### src/rtl/seq_alu_pkg.sv
package seq_alu_pkg;

  typedef enum logic [2:0] {
    FN_ADD = 3'd0,
    FN_SUB = 3'd1,
    FN_SL1 = 3'd2,
    FN_SL2 = 3'd3,
    FN_SL3 = 3'd4,
    FN_SR1 = 3'd5,
    FN_SR2 = 3'd6,
    FN_SR3 = 3'd7
  } alu_fn_e;

  typedef struct packed {
    logic    use_mem;
    alu_fn_e fn;
  } opcode_t;

  typedef enum logic [1:0] {
    ST_IDLE,
    ST_WAIT_B,
    ST_EXEC_ARITH,
    ST_EXEC_SHIFT
  } seq_state_e;

  function automatic logic fn_is_shift(alu_fn_e f);
    return (f != FN_ADD) && (f != FN_SUB);
  endfunction

  function automatic logic fn_is_left(alu_fn_e f);
    return (f == FN_SL1) || (f == FN_SL2) || (f == FN_SL3);
  endfunction

  function automatic logic [1:0] fn_shift_amt(alu_fn_e f);
    case (f)
      FN_SL1, FN_SR1: return 2'd1;
      FN_SL2, FN_SR2: return 2'd2;
      FN_SL3, FN_SR3: return 2'd3;
      default:        return 2'd0;
    endcase
  endfunction

endpackage

### src/rtl/alu_seq_ctrl.sv
module alu_seq_ctrl
  import seq_alu_pkg::*;
(
  input  logic    clk,
  input  logic    rst_n,
  input  logic    in_valid,
  input  opcode_t op_in,
  output logic    in_ready,
  output logic    load_a,
  output logic    load_b,
  output logic    fire_arith,
  output logic    fire_shift,
  output opcode_t op_q
);

  seq_state_e state_q, state_d;

  always_comb begin
    state_d    = state_q;
    in_ready   = 1'b0;
    load_a     = 1'b0;
    load_b     = 1'b0;
    fire_arith = 1'b0;
    fire_shift = 1'b0;
    case (state_q)
      ST_IDLE: begin
        in_ready = 1'b1;
        if (in_valid) begin
          load_a  = 1'b1;
          state_d = fn_is_shift(op_in.fn) ? ST_EXEC_SHIFT : ST_WAIT_B;
        end
      end
      ST_WAIT_B: begin
        in_ready = 1'b1;
        if (in_valid) begin
          load_b  = 1'b1;
          state_d = ST_EXEC_ARITH;
        end
      end
      ST_EXEC_ARITH: begin
        fire_arith = 1'b1;
        state_d    = ST_IDLE;
      end
      ST_EXEC_SHIFT: begin
        fire_shift = 1'b1;
        state_d    = ST_IDLE;
      end
      default: state_d = ST_IDLE;
    endcase
  end

  always_ff @(posedge clk) begin
    if (!rst_n) begin
      state_q <= ST_IDLE;
      op_q    <= '0;
    end else begin
      state_q <= state_d;
      if (load_a) op_q <= op_in;
    end
  end

  // a single accepted shift beat leads straight to the shift execute cycle
  p_one_beat_shift_r6: assert property (@(posedge clk) disable iff (!rst_n)
    (load_a && fn_is_shift(op_in.fn)) |=> (fire_shift && !in_ready));

  // an accepted B beat is followed by the arithmetic execute cycle
  p_b_then_exec_r2: assert property (@(posedge clk) disable iff (!rst_n)
    load_b |=> (fire_arith && !in_ready));

  // an execute cycle always returns to idle with ready high
  p_exec_returns_r10: assert property (@(posedge clk) disable iff (!rst_n)
    (fire_arith || fire_shift) |=> in_ready);

endmodule

### src/rtl/cla_addsub.sv
module cla_addsub #(
  parameter int W   = 8,
  parameter int GRP = 4
) (
  input  logic [W-1:0] a,
  input  logic [W-1:0] b,
  input  logic         sub,
  output logic [W-1:0] sum,
  output logic         cout
);

  localparam int NG = W / GRP;

  logic [W-1:0]  bx, g, p;
  logic [NG-1:0] ggen, gprop;
  logic [NG:0]   cg;

  assign bx = sub ? ~b : b;
  assign g  = a & bx;
  assign p  = a ^ bx;

  // group generate / propagate, independent of carry-in
  for (genvar gi = 0; gi < NG; gi++) begin : g_grp
    localparam int BASE = gi * GRP;
    logic [GRP-1:0] cl;

    always_comb begin : grp_gp
      logic acc;
      acc = 1'b0;
      for (int k = 0; k < GRP; k++) acc = g[BASE+k] | (p[BASE+k] & acc);
      ggen[gi]  = acc;
      gprop[gi] = &p[BASE +: GRP];
    end

    // carries inside the group, each looked ahead from the group carry-in
    always_comb begin : grp_carry
      logic t;
      cl = '0;
      for (int i = 0; i < GRP; i++) begin
        t = cg[gi];
        for (int k = 0; k < i; k++) t = g[BASE+k] | (p[BASE+k] & t);
        cl[i] = t;
      end
    end

    assign sum[BASE +: GRP] = p[BASE +: GRP] ^ cl;
  end

  always_comb begin
    cg[0] = sub;
    for (int j = 0; j < NG; j++) cg[j+1] = ggen[j] | (gprop[j] & cg[j]);
  end

  assign cout = cg[NG];

  always_comb begin
    if (!sub)
      p_add_sum_r2: assert ({cout, sum} == ({1'b0, a} + {1'b0, b}))
        else $error("adder sum mismatch");
    else
      p_sub_borrow_r3: assert (cout == (a >= b))
        else $error("subtract carry mismatch");
  end

endmodule

### src/rtl/barrel_shifter.sv
module barrel_shifter #(
  parameter int W  = 8,
  parameter int AW = 2
) (
  input  logic [W-1:0]  din,
  input  logic          left,
  input  logic [AW-1:0] amt,
  output logic [W-1:0]  dout
);

  always_comb begin
    logic [W-1:0] v;
    v = din;
    for (int s = 0; s < AW; s++) begin
      if (amt[s]) v = left ? (v << (1 << s)) : (v >> (1 << s));
    end
    dout = v;
  end

  always_comb begin
    if (left && amt != '0)
      p_fill_zero_r4: assert (dout[0] == 1'b0) else $error("left fill not zero");
    if (!left && amt != '0)
      p_fill_zero_r5: assert (dout[W-1] == 1'b0) else $error("right fill not zero");
  end

endmodule

### src/rtl/result_store.sv
module result_store #(
  parameter int W     = 8,
  parameter int DEPTH = 4
) (
  input  logic         clk,
  input  logic         rst_n,
  input  logic         wr_en,
  input  logic [W-1:0] wr_data,
  output logic [W-1:0] latest
);

  localparam int PW = $clog2(DEPTH);

  logic [W-1:0]  slot_q [DEPTH];
  logic [PW-1:0] wptr_q;

  for (genvar i = 0; i < DEPTH; i++) begin : g_slot
    always_ff @(posedge clk) begin
      if (!rst_n)                                 slot_q[i] <= '0;
      else if (wr_en && wptr_q == PW'(i))         slot_q[i] <= wr_data;
    end
  end

  always_ff @(posedge clk) begin
    if (!rst_n)     wptr_q <= '0;
    else if (wr_en) wptr_q <= wptr_q + 1'b1;
  end

  assign latest = slot_q[wptr_q - 1'b1];

  // pointer advances by one per write, wrapping at the ring size
  p_ptr_step_r8: assert property (@(posedge clk) disable iff (!rst_n)
    wr_en |=> (wptr_q == $past(wptr_q) + 1'b1));

  // the slot read back after a write holds the written value
  p_latest_r7: assert property (@(posedge clk) disable iff (!rst_n)
    wr_en |=> (latest == $past(wr_data)));

endmodule

### src/rtl/seq_alu.sv
module seq_alu
  import seq_alu_pkg::*;
#(
  parameter int W         = 8,
  parameter int MEM_DEPTH = 4,
  parameter int CLA_GROUP = 4
) (
  input  logic         clk,
  input  logic         rst_n,
  input  logic         in_valid,
  output logic         in_ready,
  input  logic [W-1:0] in_data,
  input  logic [3:0]   in_op,
  output logic         out_valid,
  output logic [W-1:0] out_data,
  output logic         out_carry
);

  opcode_t      op_in, op_q;
  logic         load_a, load_b, fire_arith, fire_shift, fire;
  logic [W-1:0] reg_a, reg_b, mem_latest, add_sum, shift_out, next_res;
  logic         add_cout, next_carry;

  assign op_in = opcode_t'(in_op);
  assign fire  = fire_arith | fire_shift;

  alu_seq_ctrl u_ctrl (
    .clk        (clk),
    .rst_n      (rst_n),
    .in_valid   (in_valid),
    .op_in      (op_in),
    .in_ready   (in_ready),
    .load_a     (load_a),
    .load_b     (load_b),
    .fire_arith (fire_arith),
    .fire_shift (fire_shift),
    .op_q       (op_q)
  );

  always_ff @(posedge clk) begin
    if (!rst_n) begin
      reg_a <= '0;
      reg_b <= '0;
    end else begin
      if (load_a) reg_a <= op_in.use_mem ? mem_latest : in_data;
      if (load_b) reg_b <= in_data;
    end
  end

  cla_addsub #(.W(W), .GRP(CLA_GROUP)) u_add (
    .a    (reg_a),
    .b    (reg_b),
    .sub  (op_q.fn == FN_SUB),
    .sum  (add_sum),
    .cout (add_cout)
  );

  barrel_shifter #(.W(W), .AW(2)) u_shift (
    .din  (reg_a),
    .left (fn_is_left(op_q.fn)),
    .amt  (fn_shift_amt(op_q.fn)),
    .dout (shift_out)
  );

  assign next_res   = fire_arith ? add_sum : shift_out;
  assign next_carry = fire_arith & add_cout;

  result_store #(.W(W), .DEPTH(MEM_DEPTH)) u_mem (
    .clk     (clk),
    .rst_n   (rst_n),
    .wr_en   (fire),
    .wr_data (next_res),
    .latest  (mem_latest)
  );

  always_ff @(posedge clk) begin
    if (!rst_n) begin
      out_valid <= 1'b0;
      out_data  <= '0;
      out_carry <= 1'b0;
    end else begin
      out_valid <= fire;
      if (fire) begin
        out_data  <= next_res;
        out_carry <= next_carry;
      end
    end
  end

  // the strobe never lasts two cycles
  p_strobe_single_r9: assert property (@(posedge clk) disable iff (!rst_n)
    out_valid |=> !out_valid);

  // the output value moves only together with the strobe
  p_hold_value_r9: assert property (@(posedge clk) disable iff (!rst_n)
    !out_valid |-> ($stable(out_data) && $stable(out_carry)));

  // shifts never report a carry
  p_shift_no_carry_r4: assert property (@(posedge clk) disable iff (!rst_n)
    fire_shift |=> !out_carry);

  // ready is low while the strobe is being prepared
  p_busy_blocks_r10: assert property (@(posedge clk) disable iff (!rst_n)
    fire |-> !in_ready);

endmodule

### config.mk
export PLATFORM = sky130hd
export DESIGN_NAME = seq_alu
export DESIGN_NICKNAME = d
export VERILOG_FILES = /design/src/rtl/seq_alu_pkg.sv /design/src/rtl/alu_seq_ctrl.sv /design/src/rtl/cla_addsub.sv /design/src/rtl/barrel_shifter.sv /design/src/rtl/result_store.sv /design/src/rtl/seq_alu.sv
export SDC_FILE = /design/constraint.sdc
export NUM_CORES = 1
export LEC_CHECK = 0
export ABC_CLOCK_PERIOD_IN_PS = 5200
export BUFFER_PORTS_ARGS = -buffer_cell sky130_fd_sc_hd__buf_2
export CAP_MARGIN = 20
export CORE_MARGIN = 3
export CORE_UTILIZATION = 47
export DETAILED_ROUTE_END_ITERATION = 10
export GPL_ROUTABILITY_DRIVEN = 0
export PLACE_DENSITY = 0.66
export SLEW_MARGIN = 20
export SYNTH_ARGS = -nofsm -noshare
export SYNTH_HDL_FRONTEND = slang
export SYNTH_HIERARCHICAL = 1
export SYNTH_SLANG_ARGS = --single-unit
### constraint.sdc
create_clock -name clk -period 5.2 [get_ports clk]
set_clock_uncertainty 0.2 [all_clocks]
set_input_delay 0.26 -clock clk [delete_from_list [all_inputs] [get_ports clk]]
set_output_delay 0.26 -clock clk [all_outputs]
set_load 0.03 [all_outputs]
; ---- Yosys cells after proc, flatten, opt, wreduce, memory -nomap -nowiden
; Memory sizes are Yosys's and may differ from the RTL's.
; Index checks and enable logic that the tools add are counted.
[word_totals]
ff_bits = 33
mem_bits_rw = 32
input_bits = 15
out_inout_bits = 11
elab_cells = 119
n_memories = 1
[op_classes]
n_addsub = 2
eq_ne = 16
n_mux = 35
n_bitwise = 39
reduce_logical = 18
[memory_table]
columns = name, words, word_bits, read_ports, rd_clocked_by_memory_dff, wr, line
row1 = u_mem.slot_q, 4, 8, 1, 0, 4, result_store.sv:14  ; logic [W-1:0] slot_q [DEPTH];
[op_table]
columns = cell, count
row1 = $mux W8, 11
row2 = $mux W1, 19
row3 = $or A1 B1 Y1, 19
row4 = $and A1 B1 Y1, 15
row5 = $eq A3 B3 Y1 const B, 4
row6 = $pmux W2 S3, 2
row7 = $reduce_or A2 Y1, 5
row8 = $and A8 B8 Y8, 1
row9 = $eq A2 B2 Y1 const B, 4
row10 = $not A8 Y8, 1
row11 = $reduce_and A4 Y1, 2
row12 = $xor A4 B4 Y4, 2
row13 = $xor A8 B8 Y8, 1
row14 = $eq A3 B2 Y1 const B, 2
row15 = $mux W2, 3
row16 = $logic_and A1 B1 Y1, 5
row17 = $eq A2 B1 Y1 const B, 2
row18 = $logic_not A2 Y1, 2
row19 = $ne A2 B2 Y1 const B, 2
row20 = $eq A3 B1 Y1 const B, 1
row21 = $ne A3 B1 Y1 const B, 1
row22 = $reduce_bool A3 Y1, 1
row23 = $add A2 B1 Y2 const B, 1
row24 = $logic_or A1 B1 Y1, 2
row25 = 2 further kinds, 2

; ---- Longest topological paths before layout
; Gate-level depths: netlist of the first run.
[logic_depth]
word_depth = 19
mapped_depth = 14
depth_no_buf = 13

; ---- Modules after synthesis
; The synthesis of the first run kept the hierarchy.
[modules_own_cells]
columns = module, instances, cells_each, area_per_inst_um2, seq_area_each_um2
row1 = result_store, 1, 104, 1476.4, 1001.0
row2 = seq_alu, 1, 118, 1263.7, 520.5
row3 = cla_addsub, 1, 53, 483.0, 0.0
row4 = barrel_shifter, 1, 54, 425.4, 0.0
row5 = alu_seq_ctrl, 1, 28, 265.3, 120.1

; ---- Worst setup path after synthesis of the first run
; OpenSTA, ideal clock, no wires.
[synth_path]
path_kind = reg-to-reg
start = register u_ctrl/op_q[0] (netlist name)
end = memory u_mem.slot_q[0][7], data pin
setup_time_ns = 0.261
arrival_time_ns = 3.220
t_required_ns = 4.739
slack_ns = 1.518
stages_incl_launch_ff = 15
n_path_buf = 1
synth_period_minus_slack_ns = 3.682
cell_sequence = dfxtp_1 -> nor3b_1 -> buf_6 -> xor2_1 -> ha_1 -> a21oi_1 -> o22ai_2 -> nor2_2 -> fa_1 -> fa_1 -> fa_1 -> xnor2_1 -> mux2_2 -> nand2_1 -> nor2_1
[synth_rtl]
columns = element, line
row1 = to (decl), result_store.sv:14

==> summary.md, run 1 <==
Global routing used 18.4% of the available tracks across all layers. Registers are responsible for 43.2% of the overall power. The number of antenna diodes in the final layout is 0. For this block, the routed nets add up to 8310 um of wire. The clock transition time at the flip-flop clock pins of the worst setup and hold paths is 0.08 ns, and the switching part of the total is 30.1%.

Combinational logic burns 21.9% of the power. Buffers placed on the I/O ports in this run total 25. Max-cap violations in this run came to 0. The tightest min-delay check is of the in2reg type. The worst path needs 4.18 ns of the cycle, external delays included. Data on the critical path is required at its endpoint by 5.09 ns. The first global-routing pass estimated 13500 um of wire. In the final layout, the multi-input gates occupy 2040 um2.

The type of origin of the critical path is a flip-flop. For this run, design rule violations remaining after detail routing come to 0. Synthesis produced a netlist whose cell count is 353. The worst hold path passes through 3 cells.

After routing, the total negative slack on setup checks comes to 0 ns. The ratio of routed vias to standard cells works out to 5.37. The die covers 9370 um2.

Clock latency on the worst-skew pair, taken at its later pin, is 0.35 ns. The launching instance or port of the critical path is u_ctrl/op_q[2]$_SDFFE_PN0P_. The root cell of the clock tree was sky130_fd_sc_hd__clkbuf_8. In the final design database the tool counted 412 nets. The worst hold path begins at in_data[5]. After floorplanning, the core was divided into 32 placement rows. The run gives 128 as the starting DRC count in detailed routing.

Once detail routing completed, the nets flagged for antenna violations numbered 0. For the synthesis warning total, the log shows 6. The number of detailed-route iterations in the first pass was 4.

The final-report setup violation count was 0. Across all layers, the routed design uses 2617 vias. The logs give 0.239 GHz for the top achievable clock speed and 2 for the clock tree buffer depth. Internal power: 0.973 mW. Fill cells in the final layout number 722. The area used by sequential logic in the layout was 1620 um2; the leakage component of the power was 1.78 nW. During I/O placement, the number of pins put on the boundary was 26. The worst setup path is captured at a flip-flop. The floorplan step set the die height to 96.8 um. The worst-case IR drop observed on VDD is 210 uV.

The logs give 0 for the count of endpoints failing hold in the final timing report and 385 for the total nets after synthesis. The flow ran to the end, and the final reports show no timing, DRC or antenna violations. The period utilization is 80.3%. From left edge to right edge, the die measures 96.8 um. The clock tree synthesis step divided the H-tree into 3 levels.

The tools report the number of global-route vias before repair as 2606. The signal arrival time at the worst endpoint was 4.07 ns. At the placement stage, the worst setup path has a slack of 1.05 ns. Once routing completed, OpenROAD measured the worst setup slack at 1.02 ns.

The startpoint identified for the worst register-to-register timing path is u_ctrl/op_q[2]$_SDFFE_PN0P_. The cell count of the worst reg-to-reg path is 13. The HPWL after detailed placement was 5730 um; the average wire length per cell after detail routing was 17.1 um.

The initial core utilization came out at 49.4%. The post-synthesis to final-layout area growth was 11.6%. The largest net degree at the start of global routing was 49; the number of sinks on the clock net was 65.

A synthesized cell averages 11.0 um2. The post-synthesis cell area was 3880 um2; the worst-margin pin slew was 0.793 ns. The initial antenna violation count came out at 0. The worst pin sits at a relative slew slack of 46.9%. Setup repair after global routing left no endpoint under its margin.

The power per cell area was 322 nW/um2. The total area inside the core boundary comes to 7850 um2. Of the total power, the clock network draws 34.8%. The total CTS buffers was 9; the remaining global-route overflow was 0. TritonCTS built the clock tree. The maximum net fanout on the critical path works out to 8.

Category of the most critical setup path: reg2reg. Fraction of layout cells with a size suffix above 1: 22.6%. For this design the total switching power over the nets is 0.418 mW.

The number of max-slew violations in the final report is 0.
==> final cells by class <==
cell class	count	area share [%]
Clock inverter	7	2.17
Inverter	20	1.74
Clock buffer	9	2.86
Sequential cell	65	37.5
Tap cell	102	2.95
Timing Repair Buffer	38	5.73
Multi-Input combinational cell	246	47.1
==> metrics by stage <==
stage / power, mW / instance area, um2 / hold WS, ns / utilization (%) / std cells
after floorplan: 0.844 / 3880 / 0.188 / - / 353
after global placement: 0.905 / 4010 / 0.314 / 51.1 / 461
after detailed placement: 0.912 / 4010 / 0.301 / 51.1 / 461
after CTS: 1.40 / 4330 / 0.00623 / 55.1 / 487
after global routing: 1.46 / 4330 / 0.0228 / 55.1 / 487
final: 1.39 / 4330 / 0.0166 / 55.1 / 487
==> timing repair <==
| action | 4_1_cts | 5_1_grt |
|---|---|---|
| buffers inserted | 0 | 0 |
| gates resized for setup | 0 | 0 |
| hold endpoints to repair | 10 | 0 |
| hold buffers | 10 | 0 |
==> power by group through the flow <==
| stage | Clock (mW) | Combinational, mW | Sequential [mW] |
|---|---|---|---|
| detailed placement | 0 | 0.298 | 0.614 |
| global route | 0.518 | 0.336 | 0.607 |
| global placement | 0 | 0.292 | 0.613 |
| finish | 0.485 | 0.305 | 0.602 |
| CTS | 0.497 | 0.304 | 0.602 |
| floorplan | 0 | 0.233 | 0.611 |
==> critical path, cell delays in order, from the launching register on <==
cell and delay, ns:
sky130_fd_sc_hd__dfxtp_1 0.39, sky130_fd_sc_hd__nor3b_2 0.70, sky130_fd_sc_hd__xor2_1 0.16, sky130_fd_sc_hd__ha_1 0.35, sky130_fd_sc_hd__a21oi_1 0.08, sky130_fd_sc_hd__o22ai_2 0.21, sky130_fd_sc_hd__nor2_2 0.07, sky130_fd_sc_hd__fa_1 0.37
sky130_fd_sc_hd__fa_1 0.38, sky130_fd_sc_hd__fa_1 0.39, sky130_fd_sc_hd__xnor2_1 0.15, sky130_fd_sc_hd__mux2_2 0.27, sky130_fd_sc_hd__nand2_1 0.13, sky130_fd_sc_hd__nor2_1 0.06
==> state kept, by name (all words and copies together), names as in the netlist <==
register / flops
out_data: 8
out_valid: 1
reg_a: 8
u_mem/wptr_q: 2
u_ctrl/op_q: 3
u_mem/slot_q: 32
reg_b: 8
u_ctrl/state_q: 2
out_carry: 1
==> final timing paths <==
| check | to | slack [ns] |
|---|---|---|
| worst min register to register | u_ctrl/op_q[0]$_SDFFE_PN0P_ | 0.31 |
| worst max-delay path | u_mem/slot_q[1][7]$_SDFFCE_PN0P_ | 1.02 |
| worst max register to register | u_mem/slot_q[1][7]$_SDFFCE_PN0P_ | 1.02 |
| worst min-delay path | reg_b[5]$_SDFFE_PN0P_ | 0.02 |
==> routing by layer <==
| layer | global-route usage [%] | share of wire (%) | vias to the layer above |
|---|---|---|---|
| met1 | 24.2 | 47 | 1283 |
| met4 | 7.99 | 1.6 | 0 |
| met3 | 3.24 | 2.9 | 9 |
| li1 | - | - | 1294 |
| met5 | 0 | 0 | - |
| met2 | 29.8 | 49 | 31 |
==> layout by cell type, fill, tap and decap left out, types with 4 or more instances in the layout <==
| master | count |
|---|---|
| sky130_fd_sc_hd__nor2b_1 | 9 |
| sky130_fd_sc_hd__mux2_2 | 18 |
| sky130_fd_sc_hd__dfxtp_1 | 33 |
| sky130_fd_sc_hd__mux2i_1 | 37 |
| sky130_fd_sc_hd__buf_2 | 25 |
| sky130_fd_sc_hd__o211a_1 | 8 |
| sky130_fd_sc_hd__ha_1 | 12 |
| sky130_fd_sc_hd__nor2_1 | 39 |
| sky130_fd_sc_hd__dlygate4sd3_1 | 10 |
| sky130_fd_sc_hd__edfxtp_1 | 32 |
| sky130_fd_sc_hd__mux4_2 | 8 |
| sky130_fd_sc_hd__o21ai_0 | 12 |
| sky130_fd_sc_hd__inv_1 | 19 |
| sky130_fd_sc_hd__xor2_1 | 6 |
| sky130_fd_sc_hd__a211o_1 | 4 |
| sky130_fd_sc_hd__nand2b_1 | 9 |
| sky130_fd_sc_hd__fa_1 | 5 |
| sky130_fd_sc_hd__xor2_2 | 5 |
| sky130_fd_sc_hd__clkbuf_8 | 9 |
| sky130_fd_sc_hd__a21oi_1 | 12 |
| sky130_fd_sc_hd__nand2_1 | 26 |
Power figures use the tool's default switching activity.
==> run 2: changes to the inputs <==
--- a/config.mk
+++ b/config.mk
@@ -5,7 +5,7 @@
 export SDC_FILE = /design/constraint.sdc
 export NUM_CORES = 1
 export LEC_CHECK = 0
-export ABC_CLOCK_PERIOD_IN_PS = 5200
+export ABC_CLOCK_PERIOD_IN_PS = 4000
 export BUFFER_PORTS_ARGS = -buffer_cell sky130_fd_sc_hd__buf_2
 export CAP_MARGIN = 20
 export CORE_MARGIN = 3
==> constraint.sdc (replaced) <==
create_clock -name clk -period 4 [get_ports clk]
set_clock_uncertainty 0.2 [all_clocks]
set_input_delay 0.2 -clock clk [delete_from_list [all_inputs] [get_ports clk]]
set_output_delay 0.2 -clock clk [all_outputs]
set_load 0.03 [all_outputs]
==> run 2 against run 1 <==
Net effect: global-route usage barely moved; critical path depth rose by 1; non-clock buffer count rose by 4.
==> summary.md, run 2 (synthesized netlist as in run 1, its figures left out) <==
The flow ran to the end, and the final reports show no timing, DRC or antenna violations. For the final-report setup violation count, the log shows 0 (unchanged). The switching part of the total is 28.6% (was 30.1%). Sequential group share of total power: 41.4% (was 43.2%).

The maximum net fanout on the critical path was 6 (was 8); the core area was 7850 um2 (unchanged). The top achievable clock speed was 0.261 GHz (was 0.239 GHz). The element type at the critical path end is a flip-flop (unchanged).

The clock transition time at the flip-flop clock pins of the worst setup and hold paths is 0.07 ns (was 0.08 ns), and the final standard cell area without fillers is 4390 um2 (was 4330 um2). The run gives 0.536 mW (was 0.418 mW) as the net switching power. The floorplan die height is 96.8 um (unchanged), and the ratio of routed vias to standard cells is 5.48 (was 5.37). Type of origin of the critical path: a flip-flop (unchanged). The first-pass GRT wire length is 13700 um (was 13500 um), and the filler cell count in the final layout is 710 (was 722). The initial antenna violation count is 0 (unchanged), and the number of detailed-route iterations in the first pass is 4 (unchanged). The tools report the die outline area as 9370 um2 (unchanged).

Register ranked first by flip-flop count: u_mem/slot_q (unchanged). The total negative slack is 0 ns (unchanged), and the leakage component of the power is 1.81 nW (was 1.78 nW). TritonCTS built the clock tree. The logs give 2 (unchanged) for the clock tree buffer depth and 3.89 ns (was 5.09 ns) for the required arrival time at the worst endpoint.

The DRC violations left was 0 (unchanged). The number of rows created at floorplan was 32 (unchanged); the remaining global-route overflow was 0 (unchanged). The tools report the worst hold slack after final layout as 0.135 ns (was 0.0166 ns). Power per cell area: 427 nW/um2 (was 322 nW/um2). For the total wire length after detailed routing, the log shows 8400 um (was 8310 um). Average wire length per cell after detail routing: 17.1 um (about the same). Category of the most critical setup path: reg2reg (unchanged).

The maximum level of the CTS H-tree was 3 (unchanged); the number of diodes added for antenna fixing was 0 (unchanged). The worst hold-check path type was in2reg (unchanged). For the number of max-capacitance violations reported, the log shows 0 (unchanged). Most frequent cells in the layout: 39 x sky130_fd_sc_hd__nor2_1, 37 x sky130_fd_sc_hd__mux2i_1, 33 x sky130_fd_sc_hd__dfxtp_1 (unchanged).

Leading cell type in the layout, fill and taps excluded: sky130_fd_sc_hd__nor2_1 (unchanged). The multi-input combinational cell area was 2040 um2 (unchanged). The worst slew slack as a fraction of its limit was 45.9% (was 46.9%); the overall routing resource usage was 18.4% (about the same).

The later-pin clock latency in the skew report is 0.35 ns (about the same). The initial core utilization is 49.4% (unchanged), and the count of endpoints failing hold in the final timing report is 0 (unchanged). The number of primary I/O pins is 26 (unchanged).

The minimum setup slack in the final design was 0.169 ns (was 1.02 ns); the final critical-path required period was 3.83 ns (was 4.18 ns). The run gives 1620 um2 (unchanged) as the area used by sequential logic in the layout. Root cell of the clock tree: sky130_fd_sc_hd__clkbuf_8 (unchanged). The number of flip-flops in the largest register came out at 32 (unchanged). Setup slack after placement: 0.167 ns (was 1.05 ns). The period utilization is 95.8% (was 80.3%). The tools report the maximum resistive drop on vdd as 383 uV (was 210 uV). The horizontal die dimension was 96.8 um (unchanged); the HPWL after detailed placement was 5820 um (was 5730 um). The largest net degree at the start of global routing was 49 (unchanged); the number of sinks on the clock net was 65 (unchanged). The signal arrival time at the worst endpoint is 3.72 ns (was 4.07 ns). The run gives 416 (was 412) as the net total in the final layout. The part of the power in combinational logic was 21.9% (about the same); the remaining number of nets flagged by the antenna check after routing was 0 (unchanged). The starting DRC count in detailed routing was 141 (was 128).

The total power is 1.87 mW (was 1.39 mW). The placed standard-cell area was 4020 um2 (was 4010 um2); the number of global-route vias before repair was 2713 (was 2606). The number of gates given a new drive strength after cts was 0 (unchanged); the number of max-slew violations in the final report was 0 (unchanged). The number of buffers inserted by port buffering is 25 (unchanged), and the cell depth of the worst min-delay path is 3 (unchanged). The post-synthesis to final-layout area growth was 13.2% (was 11.6%); the fraction of layout cells with a size suffix above 1 was 22.9% (was 22.6%). The internal power is 1.34 mW (was 0.973 mW), and the total number of vias is 2693 (was 2617).

Setup repair after global routing left no endpoint under its margin. Total CTS buffers: 9 (unchanged). The cell count of the worst reg-to-reg path is 14 (was 13), and the worst-margin pin slew is 0.812 ns (was 0.793 ns).

Power share of the clock group: 36.7% (was 34.8%).
## run 2: critical path, cell delays in order, from the launching register on
cell and delay (ns):
sky130_fd_sc_hd__dfxtp_1 0.46, sky130_fd_sc_hd__nor3b_2 0.08, sky130_fd_sc_hd__buf_4 0.18, sky130_fd_sc_hd__xor2_1 0.17
sky130_fd_sc_hd__ha_1 0.32, sky130_fd_sc_hd__nand3_1 0.11, sky130_fd_sc_hd__o22ai_2 0.16, sky130_fd_sc_hd__nor2_2 0.07
sky130_fd_sc_hd__fa_1 0.40, sky130_fd_sc_hd__fa_1 0.41, sky130_fd_sc_hd__fa_1 0.50, sky130_fd_sc_hd__inv_1 0.05
sky130_fd_sc_hd__mux2_2 0.26, sky130_fd_sc_hd__nand2_1 0.14, sky130_fd_sc_hd__nor2_1 0.07
## run 2: final timing paths
check                               from                               end  slack [ns]
max reg2reg  u_ctrl/op_q[2]$_SDFFE_PN0P_  u_mem/slot_q[0][6]$_SDFFCE_PN0P_        0.17
max          u_ctrl/op_q[2]$_SDFFE_PN0P_  u_mem/slot_q[0][6]$_SDFFCE_PN0P_        0.17
min reg2reg  u_ctrl/op_q[0]$_SDFFE_PN0P_       u_ctrl/op_q[0]$_SDFFE_PN0P_        0.33
min                             in_op[3]             reg_a[1]$_SDFFE_PN0P_        0.13
## run 2: cell type report
cell class / instances / share of cell area (%)
Timing Repair Buffer: 42 / 6.44
Multi-Input combinational cell: 246 / 46.4
Clock inverter: 6 / 2.65
Tap cell: 102 / 2.91
Inverter: 20 / 1.71
Sequential cell: 65 / 37.0
Clock buffer: 10 / 2.91
## run 2: power groups by stage
stage                     logic [mW]  clock network [mW]  registers (mW)
after floorplan                0.303                   0           0.795
after global placement         0.389                   0           0.789
after detailed placement       0.396                   0           0.791
after CTS                      0.407               0.705           0.775
after global routing           0.448               0.731           0.782
final                          0.409               0.688           0.775
## run 2: per-stage QoR
stage,cells,util (%)
3_5_place_dp,463,51.3
3_3_place_gp,463,51.3
6_report,491,55.9
2_1_floorplan,353,-
5_1_grt,491,55.9
4_1_cts,491,55.9
## run 2: repair_timing
| item | 4_1_cts | 5_1_grt |
|---|---|---|
| hold buffers | 12 | 0 |
| buffers inserted | 0 | 0 |
| endpoints found under the setup margin | 0 | 0 |
| endpoints found under the hold margin | 20 | 0 |
## run 2: per-layer routing
metal / global-route usage, % / wire length, um / share of wire (%) / up-vias
met4: 7.56 / 205 / 2.4 / 0
met3: 4.18 / 375 / 4.5 / 16
met1: 23.8 / 3670 / 44 / 1305
met5: 0 / 0 / 0 / -
li1: - / - / - / 1295
met2: 29.9 / 4140 / 49 / 77
